==> src/rtl/spi_slave_buf.sv <==
module spi_slave_buf #(
  parameter int W = 8
) (
  input  logic         clk,
  input  logic         rst_n,
  input  logic         en,
  input  logic         three_wire,
  input  logic [2:0]   irq_mask,
  input  logic         wr_en,
  input  logic [W-1:0] wr_data,
  input  logic         rd_en,
  input  logic [2:0]   flag_clr,
  output logic [W-1:0] rx_data,
  output logic [2:0]   flags,
  output logic         rx_unread,
  output logic         irq,
  input  logic         sck,
  input  logic         mosi,
  input  logic         ss_n,
  output logic         miso,
  output logic         miso_oe
);
  localparam int CW = (W > 2) ? $clog2(W) : 1;

  logic [2:0]    sck_q, ss_q;
  logic [1:0]    mosi_q;
  logic [CW-1:0] cnt;
  logic [W-1:0]  rx_sh, tx_buf, sh_tx;
  logic          tx_full, sh_full;

  always_ff @(posedge clk or negedge rst_n)
    if (!rst_n) begin
      sck_q  <= '0;
      ss_q   <= '1;
      mosi_q <= '0;
    end else begin
      sck_q  <= {sck_q[1:0], sck};
      ss_q   <= {ss_q[1:0], ss_n};
      mosi_q <= {mosi_q[0], mosi};
    end

  wire sck_rise  = sck_q[1] & ~sck_q[2];
  wire sck_fall  = ~sck_q[1] & sck_q[2];
  wire ss_fall   = ~ss_q[1] & ss_q[2];
  wire active    = en & (three_wire | ~ss_q[1]);
  wire sample    = active & sck_rise;
  wire byte_done = sample & (cnt == CW'(W - 1));
  wire keep_old  = rx_unread & ~rd_en;
  wire [W-1:0] rx_next = {rx_sh[W-2:0], mosi_q[1]};

  always_ff @(posedge clk or negedge rst_n)
    if (!rst_n)                        cnt <= '0;
    else if (!en || (!three_wire && ss_fall)) cnt <= '0;
    else if (byte_done)                cnt <= '0;
    else if (sample)                   cnt <= cnt + 1'b1;

  always_ff @(posedge clk or negedge rst_n)
    if (!rst_n) rx_sh <= '0;
    else if (sample) rx_sh <= rx_next;

  always_ff @(posedge clk or negedge rst_n)
    if (!rst_n) begin
      rx_data   <= '0;
      rx_unread <= 1'b0;
    end else if (byte_done && !keep_old) begin
      rx_data   <= rx_next;
      rx_unread <= 1'b1;
    end else if (rd_en) begin
      rx_unread <= 1'b0;
    end

  wire [2:0] flag_set = {byte_done & keep_old, wr_en & tx_full, byte_done};

  always_ff @(posedge clk or negedge rst_n)
    if (!rst_n) flags <= '0;
    else        flags <= (flags & ~flag_clr) | flag_set;

  always_ff @(posedge clk or negedge rst_n)
    if (!rst_n) begin
      tx_buf  <= '0;
      tx_full <= 1'b0;
      sh_tx   <= '0;
      sh_full <= 1'b0;
    end else begin
      if (wr_en && !tx_full) begin
        tx_buf  <= wr_data;
        tx_full <= 1'b1;
      end
      if (byte_done) begin
        if (tx_full) begin
          sh_tx   <= tx_buf;
          sh_full <= 1'b1;
          tx_full <= 1'b0;
        end else begin
          sh_tx   <= '0;
          sh_full <= 1'b0;
        end
      end else if (tx_full && !sh_full) begin
        sh_tx   <= tx_buf;
        sh_full <= 1'b1;
        tx_full <= 1'b0;
      end else if (active && sck_fall && cnt != '0) begin
        sh_tx <= {sh_tx[W-2:0], 1'b0};
      end
    end

  assign irq     = |(flags & irq_mask);
  assign miso    = sh_tx[W-1];
  assign miso_oe = active;
endmodule

==> config.mk <==
export PLATFORM = sky130hd
export DESIGN_NAME = spi_slave_buf
export DESIGN_NICKNAME = d
export VERILOG_FILES = /design/src/rtl/spi_slave_buf.sv
export SDC_FILE = /design/constraint.sdc
export NUM_CORES = 1
export LEC_CHECK = 0
export CAP_MARGIN = 10
export CORE_MARGIN = 3
export CORE_UTILIZATION = 55
export DETAILED_ROUTE_END_ITERATION = 12
export DONT_BUFFER_PORTS = 1
export MAX_ROUTING_LAYER = met4
export PLACE_DENSITY_LB_ADDON = 0.1
export SLEW_MARGIN = 20
export SYNTH_ARGS = -nofsm -noshare
export SYNTH_HDL_FRONTEND = slang
export SYNTH_SLANG_ARGS = --single-unit
==> constraint.sdc <==
create_clock -name clk -period 1.8 [get_ports clk]
set_input_delay 0.18 -clock clk [delete_from_list [all_inputs] [get_ports clk]]
set_output_delay 0.18 -clock clk [all_outputs]
set_load 0.01 [all_outputs]
---- Yosys cells after proc, flatten, opt, wreduce, memory -nomap -nowiden ----
Cells that the tools add are included.
cells by class
  bitwise gates (word level) .............. 18
  $add $sub $neg .......................... 1
  eq/ne operators ......................... 1
  multiplexer cells ....................... 16
  reduce and logical (&&, ||, !) cells .... 18
operators by type and width
  operator               number
  $mux W8                4
  $and A1 B1 Y1          9
  $mux W1                9
  $mux W3                3
  $reduce_bool A3 Y1     3
  $and A3 B3 Y3          2
  $logic_and A1 B1 Y1    6
  $logic_not A1 Y1       5
  $not A1 Y1             4
  $reduce_bool A2 Y1     2
  $add A3 B1 Y3 const B  1
  $eq A3 B3 Y1 const B   1
  $not A3 Y3             1
  $or A3 B3 Y3           1
  $reduce_or A3 Y1       1
  $logic_or A1 B1 Y1     1
  $or A1 B1 Y1           1
word-level totals
  output and inout port bits .............. 15
  input bits .............................. 23
  register bits after elaboration ......... 48
  word-level logic and storage cells ...... 66

---- Longest topological paths before layout ----
Gate-level depths: netlist (run 1).
  depth in word-level cells ............... 8
  mapped depth ............................ 7
  mapped depth without buffers ............ 6

---- Worst setup path before layout (run 1) ----
OpenSTA, ideal clock, no wires.
  path type ............................... register to register
  start ................................... register cnt[0]
  end ..................................... register rx_data[0]
  path slack .............................. 48 ps
  clock period less this slack ............ 1,752 ps
  cell stages (with the launch flop) ...... 8
  required time ........................... 1,675 ps
  setup time .............................. 125 ps
  arrival time ............................ 1,627 ps
  path through ............................ dfrtp_1 -> ha_1 -> ha_1 -> and3b_1 -> and3_4 -> buf_8 -> nand2_8 -> mux2_4
on the way
  longest elaborated chain between the ends .. 3
ends and longest elaborated chain
  item                      RTL line  RTL
  start: declaration        27        logic [CW-1:0] cnt;
  start signal: assignment  55        else if (sample) cnt <= cnt + 1'b1;
  $eq A3 B3 Y1              47        wire byte_done = sample & (cnt == CW'(W - 1));
  $and A1 B1 Y1             47
  $logic_and A1 B1 Y1       65        end else if (byte_done && !keep_old) begin
  end signal: assignment    66        rx_data <= rx_next;
  end: declaration          13        output logic [W-1:0] rx_data,
Every way passes these cells.
A chain may end at the register's enable or synchronous reset.

---- Worst setup path in the final report (run 1) ----
  start ................................... register cnt[0]
  end ..................................... register rx_data[7]
Same word-level chain as after synthesis.

==> summary.txt, run 1 <==
status = finished clean
Final Skew = 0.00295 ns
Fin. Hold Viols = 0
CTS Buf Count = 5
Num Clock Sinks = 48
Rows = 21
gr ovfl total = 0
GR Util All Layers = 0.192
Commonest cells post-synth = dfrtp_1, mux2_2, nand3_1, mux2_4, nand2b_1
YS warnings = 0
area leader, netlist = dfrtp_1
final design utilization = 0.671
Clock Power Share = 0.254
register share of total power = 0.610
vias in the first global route = 1211
Hold Path Depth = 1
post-synth design cell area = 0.00205 mm^2
largest net degree at the start of global routing = 49
min-delay worst type = in -> reg
initial antenna violation count = 0
I/O Buffers = 0
routability cong. = 0.671
switch share = 0.259
Synth Register Bits = 48
Hold Path Sink = tx_buf[1]$_DFFE_PN0P_
Vias/cell = 5.81
# fillers = 280
CTS clk-pin slew, worst paths = 0.08 ns
VDD IR max = 0.847 mV
DR vias = 1238
CTS Buffer Depth = 2
worst slew pin tran = 0.417 ns
Max Slew Vio Count = 0
R2R Setup Slk = 0.05 ns
Unique masters post-synth = 37
RR Startpoint = cnt[0]$_DFFE_PN0P_
most common cell in the netlist = dfrtp_1
post-synthesis async set-or-reset flop share = 1.00
cell area power density = 1040 mW/mm^2
H-Tree Depth = 2
CORE AREA = 0.00347 mm^2
global-route wire length before repair = 5.92 mm
Gate power share = 0.136
crit end category = register
crit path max fanout = 8
max-cap violations = 0
Synth Instances = 151
Post-route DRC = 0
Syn Area/Cell = 13.6 um^2
sequential element share of the synthesized area = 0.587
hold_sp = wr_data[1]
share of the synthesized area in the top cell type = 0.548
crit share post-route = 0.970
die height = 67.1 um
Initial Utilization = 0.592
Setup TNS = 0 ns
minimum clock period = 1.75 ns
Final setup viols = 0
LEAKAGE = 1.04 nW
initial DRC count = 92
syn nets = 177
number of diodes = 0
Non-Filler Instances = 213
hpwl dp = 2.51 mm
Worst EP required = 1.99 ns
worst r2r path cells = 6
Placed Cells = 195
layout cells sized above 1 = 0.317
Primary FF master, synth = dfrtp_1
Die Footprint = 0.00450 mm^2
setup repair after global routing missed its margin = no
clk_lat worst skew = 0.30 ns
FF-to-FF End = rx_data[7]$_DFFE_PN0P_
TritonCTS clock tree = built
Die W = 67.1 um
crit path kind = reg -> reg
CP Launch Type = register
Top Ports = 38
Max-Slew Margin vs Limit = 0.718
pre-CTS WS = -0.00412 ns
CTS root buf = clkbuf_8
WL/cell = 17.4 um
Initial DRT Pass Iterations = 5
Crit path arrival time = 1.94 ns
FMAX = 573 MHz
Post-Route WL = 3.71 mm
Layout area overhead = 13.3%
cell-internal power = 0.00179 W
Worst Slack Setup Final = 0.0537 ns
most area-consuming cells after synthesis = dfrtp_1, mux2_2, mux2_4
nets@finish = 193
post-detailed-route count of antenna-violating nets = 0
Post-synth EDFFs = 0
net switching power of the design = 0.000625 W
-- worst max-delay path: stages (launching register included) --
cell and delay [ns]:
dfrtp_1 0.42, ha_2 0.20, ha_2 0.17, and3b_2 0.22, and3_4 0.21, nand2_8 0.11, mux2_4 0.31
-- logic make-up (layout without fill, tap and decap cells) --
kind of cell	after synthesis	in the layout	synth area share
simple gates	38	38	0.116
flops	48	48	0.587
fa+ha+maj	3	3	0.0183
compound gates	25	25	0.0999
buf+inv	13	29	0.0329
mux	24	24	0.146
-- layer usage --
metal  part of all wire  up-vias  GRT usage
met5                  0        -          -
met4              0.013        0     0.0608
met3              0.079        5     0.0759
met2               0.48       48      0.296
met1               0.43      609      0.231
li1                   -      576          -
-- repair_timing --
item                                    CTS  global route
hold endpoints to repair                 54             0
hold buffers                              9             0
gates resized for setup                   0             6
pin swaps                                 2             3
buffers inserted                          1             1
endpoints found under the setup margin    8            16
-- power by group through the flow --
stage	clock network [W]	registers, W	logic (W)
detailed placement	0	0.00149	0.000281
floorplan	0	0.00142	0.000263
global route	0.000677	0.00150	0.000361
finish	0.000612	0.00147	0.000327
CTS	0.000629	0.00147	0.000330
global placement	0	0.00148	0.000270
-- how the worst max path moves through the flow --
stage	cells past startpoint	endpoint	slack, ns	from
floorplan	7	rx_data[0]$_DFFE_PN0P_	0.05	cnt[0]$_DFFE_PN0P_
global placement	6	rx_data[4]$_DFFE_PN0P_	0.07	cnt[0]$_DFFE_PN0P_
detailed placement	6	rx_data[7]$_DFFE_PN0P_	-0.004	cnt[0]$_DFFE_PN0P_
CTS	6	rx_data[7]$_DFFE_PN0P_	0.02	cnt[0]$_DFFE_PN0P_
global route	6	rx_data[7]$_DFFE_PN0P_	0.009	cnt[0]$_DFFE_PN0P_
finish	6	rx_data[7]$_DFFE_PN0P_	0.05	cnt[0]$_DFFE_PN0P_
-- flip-flops by register name (all words and copies together) (netlist names), 2 cells and up --
name	flops
cnt	3
mosi_q	2
rx_data	8
sh_tx	8
ss_q	3
sck_q	3
tx_buf	8
rx_sh	7
flags	3
-- per-stage QoR --
stage          total power (W)  hold slack [ns]  cell area [um^2]
5_1_grt                0.00254         0.000105              2330
6_report               0.00241           0.0196              2330
2_1_floorplan          0.00168           -0.116              2050
4_1_cts                0.00243           0.0138              2300
3_5_place_dp           0.00177           -0.114              2100
3_3_place_gp           0.00175           -0.114              2100
-- cell type report --
class,instances,area (um^2),area share
flip-flops and latches,48,1200,0.518
multi-input cells,90,803,0.345
repair buffers,15,153,0.0656
clock buffers,5,68.8,0.0296
well taps,46,57.6,0.0247
inverters,7,26.3,0.0113
clock inverters,2,12.5,0.00538
-- cell usage in the layout, fill, tap and decap left out, drive strengths merged, types with 2 or more instances in the layout --
| cell | n |
|---|---|
| a21oi | 3 |
| a2bb2oi | 7 |
| buf | 7 |
| clkbuf | 5 |
| dfrtp | 45 |
| dfstp | 3 |
| dlygate4sd3 | 8 |
| ha | 3 |
| inv | 7 |
| mux2 | 23 |
| nand2 | 8 |
| nand2b | 9 |
| nand3 | 9 |
| nor2 | 2 |
| nor2b | 2 |
| o21ai | 2 |
| o311ai | 7 |
No activity file was read; power rests on OpenSTA's default activity.
==> run 2, diff against run 1 <==
==> constraint.sdc (replaced) <==
create_clock -name clk -period 1.6 [get_ports clk]
set_input_delay 0.16 -clock clk [delete_from_list [all_inputs] [get_ports clk]]
set_output_delay 0.16 -clock clk [all_outputs]
set_load 0.01 [all_outputs]
==> run 2 against run 1 <==
The run now ends with negative setup slack left. Critical path depth did not move. Clock skew rose by 0.0025 ns. Flip-flop and latch count unchanged. Cell count increased by 5.2%. Global-route usage up 0.36 points. Clock power increased by 48%. Routed wire length grew 0.97%. Worst hold slack got worse by 0.010 ns. Sequential power grew 11%.
==> summary.txt, run 2 (synthesized netlist as in run 1, its figures left out) <==
crit-path cells = ha_2 > ha_4 > and3b_1 > and3_4 > nand2_8 > mux2_4 (was ha_2 > ha_2 > and3b_2 > and3_4 > nand2_8 > mux2_4)
crit path max fanout = 8 (unchanged)
CP Buf/Inv Count = 0 (unchanged)
Die W = 67.1 um (unchanged)
Top Ports = 38 (unchanged)
max-cap violations = 0 (unchanged)
Initial DRT Pass Iterations = 4 (was 5)
Post-route DRC = 0 (unchanged)
Layout area overhead = 20.2% (was 13.3%)
Gate power share = 0.139 (was 0.136)
cell-internal power = 0.00224 W (was 0.00179 W)
Crit path arrival time = 1.90 ns (was 1.94 ns)
total power = 0.00295 W (was 0.00241 W)
smallest hold slack = 0.00934 ns (was 0.0196 ns)
initial DRC count = 34 (was 92)
crit end category = register (unchanged)
CORE AREA = 0.00347 mm^2 (unchanged)
CTS root buf = clkbuf_8 (unchanged)
largest net degree at the start of global routing = 49 (unchanged)
CP Launch Type = register (unchanged)
DR vias = 1279 (was 1238)
Max Slew Vio Count = 0 (unchanged)
minimum clock period = 1.71 ns (was 1.75 ns)
GR Util All Layers = 0.195 (was 0.192)
initial antenna violation count = 0 (unchanged)
global-route wire length before repair = 6.37 mm (was 5.92 mm)
Worst path top cell family by delay = simple AND/OR/NAND/NOR gates (unchanged)
setup repair after global routing missed its margin = yes (was no)
nets@finish = 203 (was 193)
switch share = 0.239 (was 0.259)
Clock Power Share = 0.308 (was 0.254)
Fin. Hold Viols = 0 (unchanged)
CTS clk-pin slew, worst paths = 0.08 ns (about the same)
VDD IR max = 0.674 mV (was 0.847 mV)
hpwl dp = 2.46 mm (was 2.51 mm)
Final Skew = 0.00550 ns (was 0.00295 ns)
WL/cell = 16.7 um (was 17.4 um)
commonest non-fill, non-tap cells in the layout = dfrtp_1, mux2_2, dlygate4sd3_1 (was dfrtp_1, mux2_2, mux2_4, nand2b_1, dlygate4sd3_1)
Die Footprint = 0.00450 mm^2 (unchanged)
crit path kind = reg -> reg (unchanged)
register share of total power = 0.553 (was 0.610)
LEAKAGE = 1.11 nW (was 1.04 nW)
layout cells sized above 1 = 0.320 (was 0.317)
vias in the first global route = 1393 (was 1211)
min-delay worst type = in -> reg (unchanged)
status = finished with violations (was finished clean)
largest stage delay on the critical path = 0.41 ns (was 0.42 ns)
Final setup viols = 11 (was 0)
crit share post-route = 1.07 (was 0.970)
biggest regs = rx_data x8, sh_tx x8, tx_buf x8 (unchanged)
Initial Utilization = 0.592 (unchanged)
Slowest-stage cell, CP = dfrtp_1 (unchanged)
I/O Buffers = 0 (unchanged)
Worst EP required = 1.79 ns (was 1.99 ns)
Rows = 21 (unchanged)
CTS Buf Count = 5 (unchanged)
Vias/cell = 5.71 (was 5.81)
gr ovfl total = 0 (unchanged)
violations in the final reports = negative setup slack
leading cell type in the layout, fill and taps excluded = dfrtp_1 (unchanged)
number of diodes = 0 (unchanged)
die height = 67.1 um (unchanged)
routability cong. = 0.823 (was 0.671)
cell area power density = 1190 mW/mm^2 (was 1040 mW/mm^2)
Setup TNS = -0.931 ns (was 0 ns)
worst slew pin tran = 0.388 ns (was 0.417 ns)
Post-Route WL = 3.75 mm (was 3.71 mm)
FMAX = 585 MHz (was 573 MHz)
Max-Slew Margin vs Limit = 0.738 (was 0.718)
post-detailed-route count of antenna-violating nets = 0 (unchanged)
TritonCTS clock tree = built (unchanged)
Worst Slack Setup Final = -0.108 ns (was 0.0537 ns)
net switching power of the design = 0.000705 W (was 0.000625 W)
clk_lat worst skew = 0.30 ns (about the same)
CTS Buffer Depth = 2 (unchanged)
Num Clock Sinks = 48 (unchanged)
final design utilization = 0.712 (was 0.671)
pre-CTS WS = -0.0568 ns (was -0.00412 ns)
H-Tree Depth = 2 (unchanged)
run 2: stage by stage:
stage | area, um^2 | cells
after global placement | 2140 | 198
after CTS | 2420 | 220
after global routing | 2470 | 224
final | 2470 | 224
after detailed placement | 2140 | 198
after floorplan | 2070 | 151
run 2: layout make-up:
type | count | area, um^2
Clock buffer | 6 | 82.6
Clock inverter | 2 | 38.8
Fill cell | 256 | 1000
Inverter | 7 | 26.3
Multi-Input combinational cell | 90 | 812
Sequential cell | 48 | 1200
Tap cell | 46 | 57.6
Timing Repair Buffer | 25 | 246
run 2: path summary, 6_finish.rpt:
kind,end,slack [ns],cells after the start,startpoint
worst max-delay path,rx_data[3]$_DFFE_PN0P_,-0.11,6,cnt[0]$_DFFE_PN0P_
worst min-delay path,tx_buf[5]$_DFFE_PN0P_,0.009,1,wr_data[5]
worst max register to register,rx_data[3]$_DFFE_PN0P_,-0.11,6,cnt[0]$_DFFE_PN0P_
worst min register to register,sck_q[1]$_DFF_PN0_,0.36,0,sck_q[0]$_DFF_PN0_
max in group asynchronous,ss_q[1]$_DFF_PN1_,0.99,2,rst_n
min in group asynchronous,cnt[2]$_DFFE_PN0P_,0.36,2,rst_n
run 2: timing repair:
action | CTS | global route
setup endpoints to repair | 16 | 18
pin swaps | 2 | 3
hold buffers | 13 | 2
resized for setup | 2 | 2
hold endpoints to repair | 58 | 2
gates cloned | 0 | 0
buffers inserted | 1 | 2
run 2: metal layers:
layer	track usage	wire (um)	up-vias
met5	-	0	-
met2	0.294	1690	36
met3	0.0506	186	7
met4	0.0608	47	0
li1	-	-	598
met1	0.260	1820	638
run 2: worst register-to-register path, stage by stage, from the launching register on:
cell and delay [ns]:
dfrtp_1 0.41, ha_2 0.21, ha_4 0.16, and3b_1 0.19, and3_4 0.21, nand2_8 0.11
mux2_4 0.31
run 2: power by group through the flow:
| stage | combinational, W | clock [W] | sequential, W |
|---|---|---|---|
| after floorplan | 0.000296 | 0 | 0.00160 |
| after global placement | 0.000329 | 0 | 0.00164 |
| after detailed placement | 0.000349 | 0 | 0.00165 |
| after CTS | 0.000408 | 0.000945 | 0.00163 |
| after global routing | 0.000462 | 0.000999 | 0.00166 |
| final | 0.000410 | 0.000907 | 0.00163 |
==> run 3, diff against run 2 <==
==> constraint.sdc (replaced) <==
create_clock -name clk -period 1.5 [get_ports clk]
set_input_delay 0.15 -clock clk [delete_from_list [all_inputs] [get_ports clk]]
set_output_delay 0.15 -clock clk [all_outputs]
set_load 0.01 [all_outputs]
==> run 3 against run 2 <==
The run still ends with negative setup slack left. Cell count grew 0.45%. Clock-buffer cell count increased by 2. First-iteration DRC count up 94%. Sequential share of layout area fell by 0.61 points. Register-to-register slack got worse by 0.05 ns. Flip-flop and latch count unchanged. Critical path type unchanged. Worst hold slack better by 0.0036 ns. Critical path depth did not move.
==> summary.txt, run 3 (synthesized netlist as in run 1, its figures left out) <==
status = finished with violations (unchanged)
violations in the final reports = negative setup slack (unchanged)
CP Launch Type = register (unchanged)
worst slew pin tran = 0.393 ns (was 0.388 ns)
R2R Setup Slk = -0.15 ns (was -0.11 ns)
Max Slew Vio Count = 0 (unchanged)
Post-Route WL = 3.69 mm (was 3.75 mm)
WL/cell = 16.4 um (was 16.7 um)
Hold Path Sink = cnt[2]$_DFFE_PN0P_ (was tx_buf[5]$_DFFE_PN0P_)
Post-route DRC = 0 (unchanged)
global-route wire length before repair = 6.30 mm (was 6.37 mm)
GR Util All Layers = 0.198 (was 0.195)
biggest regs = rx_data x8, sh_tx x8, tx_buf x8 (unchanged)
nets@finish = 204 (was 203)
crit-path cells = ha_2 > ha_4 > and3b_1 > and3_4 > nand2_8 > mux2_4 (unchanged)
I/O Buffers = 0 (unchanged)
DR vias = 1262 (was 1279)
hold_sp = en (was wr_data[5])
Hold Path Depth = 2 (was 1)
CTS Buf Count = 5 (unchanged)
largest stage delay on the critical path = 0.42 ns (was 0.41 ns)
Placed Cells = 200 (was 198)
setup repair after global routing missed its margin = yes (unchanged)
hpwl dp = 2.32 mm (was 2.46 mm)
min-delay worst type = in -> reg (unchanged)
Non-Filler Instances = 225 (was 224)
Die Footprint = 0.00450 mm^2 (unchanged)
Worst path top cell family by delay = simple AND/OR/NAND/NOR gates (unchanged)
CTS root buf = clkbuf_8 (unchanged)
Max-Slew Margin vs Limit = 0.738 (about the same)
max-cap violations = 0 (unchanged)
Crit path arrival time = 1.84 ns (was 1.90 ns)
Vias/cell = 5.61 (was 5.71)
Top Ports = 38 (unchanged)
crit path max fanout = 8 (unchanged)
worst r2r path cells = 6 (unchanged)
initial DRC count = 66 (was 34)
leading cell type in the layout, fill and taps excluded = dfrtp_1 (unchanged)
crit share post-route = 1.10 (was 1.07)
CP Buf/Inv Count = 0 (unchanged)
final instance area = 0.00250 mm^2 (was 0.00247 mm^2)
number of diodes = 0 (unchanged)
commonest non-fill, non-tap cells in the layout = dfrtp_1, dlygate4sd3_1, mux2_2 (was dfrtp_1, mux2_2, dlygate4sd3_1)
clk_lat worst skew = 0.30 ns (about the same)
pre-CTS WS = -0.153 ns (was -0.0568 ns)
minimum clock period = 1.65 ns (was 1.71 ns)
Rows = 21 (unchanged)
Final setup viols = 20 (was 11)
die height = 67.1 um (unchanged)
Layout area overhead = 21.8% (was 20.2%)
cell area power density = 1190 mW/mm^2 (about the same)
Worst EP required = 1.68 ns (was 1.79 ns)
Die W = 67.1 um (unchanged)
layout cells sized above 1 = 0.318 (was 0.320)
routability cong. = 0.798 (was 0.823)
Placed Instance Area = 0.00216 mm^2 (was 0.00214 mm^2)
initial antenna violation count = 0 (unchanged)
H-Tree Depth = 2 (unchanged)
post-detailed-route count of antenna-violating nets = 0 (unchanged)
FMAX = 605 MHz (was 585 MHz)
final design utilization = 0.721 (was 0.712)
crit path kind = reg -> reg (unchanged)
Initial Utilization = 0.592 (unchanged)
Initial DRT Pass Iterations = 4 (unchanged)
vias in the first global route = 1363 (was 1393)
Slowest-stage cell, CP = dfrtp_1 (unchanged)
CTS clk-pin slew, worst paths = 0.09 ns (was 0.08 ns)
FF-to-FF End = rx_data[0]$_DFFE_PN0P_ (was rx_data[3]$_DFFE_PN0P_)
Fin. Hold Viols = 0 (unchanged)
Worst Slack Setup Final = -0.154 ns (was -0.108 ns)
largest net degree at the start of global routing = 49 (unchanged)
CTS Buffer Depth = 2 (unchanged)
Final Skew = 0.00959 ns (was 0.00550 ns)
Num Clock Sinks = 48 (unchanged)
VDD IR max = 0.919 mV (was 0.674 mV)
gr ovfl total = 0 (unchanged)
LEAKAGE = 1.12 nW (was 1.11 nW)
crit end category = register (unchanged)
TritonCTS clock tree = built (unchanged)
CORE AREA = 0.00347 mm^2 (unchanged)
RR Startpoint = cnt[0]$_DFFE_PN0P_ (unchanged)
==> run 3: metrics by stage <==
stage | TNS [ns] | hold WS, ns | power, W
floorplan | -1.42 | -0.146 | 0.00202
global placement | -1.60 | -0.144 | 0.00210
detailed placement | -2.30 | -0.144 | 0.00213
CTS | -2.14 | 0.000110 | 0.00298
global route | -4.09 | 0.0184 | 0.00316
finish | -2.29 | 0.0129 | 0.00298
==> run 3: where the power goes <==
group          switching (W)  internal, W  total [W]
Sequential          0.000188      0.00156    0.00174
Clock               0.000412     0.000376   0.000788
Combinational       0.000148     0.000303   0.000451
==> run 3: per-layer routing <==
metal | share of wire | global-route usage | vias up | wire length [um]
li1 | - | - | 603 | -
met5 | 0 | - | - | 0
met2 | 0.47 | 0.307 | 30 | 1750
met4 | 0.017 | 0.0861 | 0 | 62
met3 | 0.055 | 0.0607 | 7 | 204
met1 | 0.45 | 0.239 | 622 | 1680
==> run 3: cell type report <==
cell class                 count  area, um^2
clock buffer                   8        90.1
fill                         241         968
inverter                       7        26.3
multi-input combinational     90         855
sequential                    48        1200
tap                           46        57.6
timing repair buffer          26         267
==> run 3: what timing repair did <==
action / 4_1_cts / 5_1_grt
buffers inserted: 0 / 0
hold buffers: 17 / 0
gates resized for setup: 9 / 8
endpoints found under the hold margin: 62 / 0
endpoints found under the setup margin: 20 / 29
pin swaps: 0 / 2
==> run 3: worst max-delay path by stage <==
stage | start | end | slack [ns] | cells past startpoint
global placement | cnt[0]$_DFFE_PN0P_ | rx_data[3]$_DFFE_PN0P_ | -0.10 | 6
CTS | cnt[0]$_DFFE_PN0P_ | rx_data[0]$_DFFE_PN0P_ | -0.15 | 6
floorplan | cnt[1]$_DFFE_PN0P_ | rx_data[0]$_DFFE_PN0P_ | -0.16 | 7
detailed placement | cnt[0]$_DFFE_PN0P_ | sh_tx[5]$_DFFE_PN0P_ | -0.15 | 7
global route | cnt[0]$_DFFE_PN0P_ | sh_tx[4]$_DFFE_PN0P_ | -0.22 | 7
finish | cnt[0]$_DFFE_PN0P_ | rx_data[0]$_DFFE_PN0P_ | -0.15 | 6
